`src/rtl/pisoPkg.sv`:
```
package pisoPkg;
  // Decoded per-cycle commands, from control to datapath
  typedef struct packed {
    logic capture;  // holding register takes parIn
    logic clear;    // shift register empties
    logic load;     // shift register takes the load source
    logic shift;    // shift register advances one stage
  } pisoCmd_t;
endpackage

```
`src/rtl/pisoCtrl.sv`:
```
module pisoCtrl
  import pisoPkg::*;
(
  input  logic     storeStrobe,
  input  logic     shiftStrobe,
  input  logic     loadN,
  input  logic     clearN,
  output pisoCmd_t cmd
);
  logic clearReq;
  logic loadReq;

  always_comb begin
    clearReq    = !clearN;
    loadReq     = !loadN;
    cmd.capture = storeStrobe;
    // clear outranks load, load outranks shift
    cmd.clear   = clearReq;
    cmd.load    = loadReq && !clearReq;
    cmd.shift   = shiftStrobe && !loadReq && !clearReq;
  end
endmodule

```
`src/rtl/pisoDatapath.sv`:
```
module pisoDatapath
  import pisoPkg::*;
#(
  parameter int WIDTH = 8
) (
  input  logic             clk,
  input  logic             rst,
  input  pisoCmd_t         cmd,
  input  logic [WIDTH-1:0] parIn,
  input  logic             serIn,
  output logic             serOut
);
  localparam int LAST = WIDTH - 1;

  logic [WIDTH-1:0] storeReg;
  logic [WIDTH-1:0] shiftReg;
  logic [WIDTH-1:0] loadSrc;
  logic [WIDTH-1:0] shiftNext;

  // Holding register
  always_ff @(posedge clk) begin
    if (rst)              storeReg <= '0;
    else if (cmd.capture) storeReg <= parIn;
  end

  // A capture in the load cycle passes the new word straight through
  assign loadSrc = cmd.capture ? parIn : storeReg;

  // Per-stage shifted value
  for (genvar k = 0; k < WIDTH; k++) begin : g_stage
    if (k == 0) begin : g_head
      assign shiftNext[k] = serIn;
    end else begin : g_body
      assign shiftNext[k] = shiftReg[k-1];
    end
  end

  always_ff @(posedge clk) begin
    if (rst)            shiftReg <= '0;
    else if (cmd.clear) shiftReg <= '0;
    else if (cmd.load)  shiftReg <= loadSrc;
    else if (cmd.shift) shiftReg <= shiftNext;
  end

  assign serOut = shiftReg[LAST];


  reset_clear_chk: assert property (@(posedge clk)
    rst |=> (shiftReg == '0 && storeReg == '0));


  capture_chk: assert property (@(posedge clk) disable iff (rst)
    cmd.capture |=> storeReg == $past(parIn));


  load_chk: assert property (@(posedge clk) disable iff (rst)
    (cmd.load && !cmd.capture) |=> shiftReg == $past(storeReg));


  passthru_chk: assert property (@(posedge clk) disable iff (rst)
    (cmd.load && cmd.capture) |=> shiftReg == $past(parIn));


  clear_chk: assert property (@(posedge clk) disable iff (rst)
    cmd.clear |=> shiftReg == '0);


  shift_chk: assert property (@(posedge clk) disable iff (rst)
    cmd.shift |=> (shiftReg[0] == $past(serIn) && serOut == $past(shiftReg[LAST-1])));


  hold_chk: assert property (@(posedge clk) disable iff (rst)
    !(cmd.clear || cmd.load || cmd.shift) |=> $stable(shiftReg));
endmodule

```
`src/rtl/pisoBufShifter.sv`:
```
module pisoBufShifter
  import pisoPkg::*;
#(
  parameter int WIDTH = 8
) (
  input  logic             clk,
  input  logic             rst,
  input  logic             storeStrobe,
  input  logic             shiftStrobe,
  input  logic             loadN,
  input  logic             clearN,
  input  logic [WIDTH-1:0] parIn,
  input  logic             serIn,
  output logic             serOut
);
  pisoCmd_t cmd;

  pisoCtrl u_ctrl (
    .storeStrobe(storeStrobe),
    .shiftStrobe(shiftStrobe),
    .loadN      (loadN),
    .clearN     (clearN),
    .cmd        (cmd)
  );

  pisoDatapath #(.WIDTH(WIDTH)) u_dp (
    .clk   (clk),
    .rst   (rst),
    .cmd   (cmd),
    .parIn (parIn),
    .serIn (serIn),
    .serOut(serOut)
  );
endmodule

```
`config.mk`:
```
export PLATFORM = sky130hd
export DESIGN_NAME = pisoBufShifter
export DESIGN_NICKNAME = d
export VERILOG_FILES = /design/src/rtl/pisoPkg.sv /design/src/rtl/pisoCtrl.sv /design/src/rtl/pisoDatapath.sv /design/src/rtl/pisoBufShifter.sv
export SDC_FILE = /design/constraint.sdc
export NUM_CORES = 1
export LEC_CHECK = 0
export BUFFER_PORTS_ARGS = -buffer_cell sky130_fd_sc_hd__buf_2
export CORE_MARGIN = 2
export CORE_UTILIZATION = 45
export CTS_CLUSTER_SIZE = 28
export DETAILED_ROUTE_END_ITERATION = 8
export PLACE_DENSITY_LB_ADDON = 0.2
export SYNTH_ARGS = -nofsm -noshare
export SYNTH_HDL_FRONTEND = slang
export SYNTH_SLANG_ARGS = --single-unit
```
`constraint.sdc`:
```
create_clock -name clk -period 1.2 [get_ports clk]
set_input_delay 0.24 -clock clk [delete_from_list [all_inputs] [get_ports clk]]
set_output_delay 0.24 -clock clk [all_outputs]
set_load 0.05 [all_outputs]
```
==> impl_metrics.py <==
metrics = {
    "critical_path": {
        "required_ns": 0.96,
        "cp-start-kind": "flip-flop",
        "cp_max_fo": 2,
        "crit_buf_inv": 1,
        "critPathMaxStageDelay_ns": 0.34,
        "crit_chain": "buf_2",
        "cp.arrival_ns": 0.88,
        "crit_type": "flip-flop to output port",
        "worst_path_max_delay_cell": "dfxtp_1",
        "crit_family": "flip-flops",
        "end_kind": "output port",
    },
    "power_and_ir_drop": {
        "cellLeakagePower_nw": 0.358,
        "clkPwrFrac": 0.277,
        "p_int_w": 0.000745,
        "p_comb_frac": 0.145,
        "swShare": 0.240,
        "powerDensity_mw_per_mm2": 1210,
        "power_w": 0.000980,
        "p_switching_w": 0.000235,
        "power_frac_seq": 0.578,
        "ir_drop_v": 0.000969,
    },
    "sta": {
        "fin_worst_skew_ns": 0.00434,
        "fin_tns_setup_ns": 0,
        "relSlewSlack": 0.749,
        "drv_slew": 0,
        "period_share": 0.930,
        "fmax_mhz": 896,
        "worst_slack_ns": 0.0841,
        "worstMarginPinSlew_ns": 0.366,
        "finalCriticalPeriod_ns": 1.12,
        "setup_viol": 0,
        "rsz0062_at_grt": "false",
        "hold_viol_final": 0,
    },
    "clock_tree": {
        "cts.htree.levels": 1,
        "numCtsBuffers": 3,
        "ctsResizeCount": 0,
        "clockRootBuffer": "clkbuf_4",
        "clkTransAtPathRegs_ns": 0.09,
        "clockBufferDepth": 2,
        "cts_tree": "built",
        "cts_sinks": 16,
        "clk_latency_ns": 0.28,
        "cts_hold_buf": 0,
        "postCtsSetupRepairBufs": 0,
    },
    "route": {
        "ant_nets": 0,
        "routed_wl_um": 1270,
        "drc": 0,
        "vias_per_cell": 5.38,
        "post_drt_wl_per_cell_um": 12.9,
        "firstDrtPassIters": 2,
        "vias": 533,
        "drtIter0Drc": 7,
    },
    "placement": {
        "io_buffers": 15,
        "gp_congestion": 0.767,
        "dpl.hpwl_um": 979,
        "place_ws_ns": 0.00351,
    },
    "global_route": {
        "grt-ovfl-total": 0,
        "grt_use_total": 0.162,
        "first_global_vias": 505,
        "grt_max_degree": 11,
        "grt_pass1_wl_um": 2230,
        "antenna_found_initial": 0,
    },
    "final_layout": {
        "num_antenna_cells": 0,
        "syn2layout_area_growth_pct": 16.1,
        "drive_gt1_frac": 0.410,
        "final_cell_mix": "dfxtp_1 (16), buf_2 (15), nor2_1 (5), nor2b_1 (5)",
        "mostFrequentLayoutCell": "dfxtp_1",
        "layout.nets": 100,
    },
    "floorplanning": {
        "ios": 16,
        "num_rows": 14,
        "die_h_um": 43.4,
        "die-area_sq_mm": 0.00188,
        "initial_core_util": 0.474,
        "fp.dieW_um": 43.4,
        "core-area_sq_mm": 0.00147,
    },
    "job": {
        "max-cap-violations": 0,
    },
    "worst_hold_path": {
        "holdCritPathClass": "input port to flip-flop",
    },
    "synth": {
        "ys_ff_latch": 16,
        "syn_area_per_cell_sq_um": 10.7,
        "ys_seq_area_frac": 0.459,
        "netlist_instances": 65,
        "synth_nets": 80,
        "yosys_warnings": 0,
        "yosys.cell_types.count": 20,
        "syn_area_sq_um": 698,
    },
    "status": {
        "outcome": "complete, no violations",
    },
}
power by group through the flow:
| stage | Sequential [W] | Clock, W | Combinational, W |
|---|---|---|---|
| 2_1_floorplan | 0.000580 | 0 | 0.0000959 |
| 3_3_place_gp | 0.000578 | 0 | 0.000141 |
| 3_5_place_dp | 0.000579 | 0 | 0.000143 |
| 4_1_cts | 0.000567 | 0.000286 | 0.000144 |
| 5_1_grt | 0.000569 | 0.000305 | 0.000156 |
| 6_report | 0.000566 | 0.000272 | 0.000142 |
sequential cells by signal, indices dropped and copies added (netlist names):
| register | cells |
|---|---|
| u_dp.shiftReg | 8 |
| u_dp.storeReg | 8 |
path summary, 6_finish.rpt:
path,endpoint,depth (start not counted),from,slack [ns]
setup reg to reg,u_dp.shiftReg[3],3,u_dp.shiftReg[2],0.21
hold reg to reg,u_dp.shiftReg[5],2,u_dp.shiftReg[5],0.48
setup / recovery,serOut,1,u_dp.shiftReg[7],0.08
hold / removal,u_dp.storeReg[3],3,parIn[3],0.22
tightest hold or removal path: cells and delay by family:
kind | cells | cell delay [ns]
multiplexers | 1 | 0.07
AND/OR/NAND/NOR | 1 | 0.08
buffers and inverters | 1 | 0.07
cells by family after synthesis:
family | share of synthesized area
AND/OR/NAND/NOR | 0.118
AO/OA/AOI/OAI | 0.224
multiplexers | 0.122
buffers and inverters | 0.0771
flip-flops | 0.459
per-stage QoR:
stage	utilization	hold slack (ns)	instances	area, sq um
after floorplan	-	0.407	65	698
after global placement	0.536	0.472	96	788
after detailed placement	0.536	0.479	96	788
after CTS	0.551	0.220	99	811
after global routing	0.551	0.235	99	811
final	0.551	0.224	99	811
routing by layer:
layer	global-route usage	vias up	wire length, um
met2	0.257	14	602
met5	0	-	0
met4	0.0545	0	14
met3	0.0750	2	70
met1	0.194	241	585
li1	-	276	-
Yosys cell counts (all sizes together):
cell type | count | share of area
o21ai | 2 | 0.014
nand3 | 3 | 0.021
o21a | 4 | 0.043
a32o | 3 | 0.043
o221a | 4 | 0.065
a2111oi | 3 | 0.047
nand2 | 1 | 0.0054
nor2b | 6 | 0.065
dfxtp | 16 | 0.46
inv | 5 | 0.027
a221oi | 1 | 0.013
mux2 | 4 | 0.065
nor2 | 5 | 0.027
mux2i | 4 | 0.057
buf | 4 | 0.050
final cells by class:
type / count / area (sq um)
tap: 16 / 20.0
clock buffer: 3 / 22.5
sequential: 16 / 320
fill: 145 / 661
timing repair buffer: 19 / 105
multi-input combinational: 40 / 324
inverter: 5 / 18.8
Power figures use the tool's default switching activity.
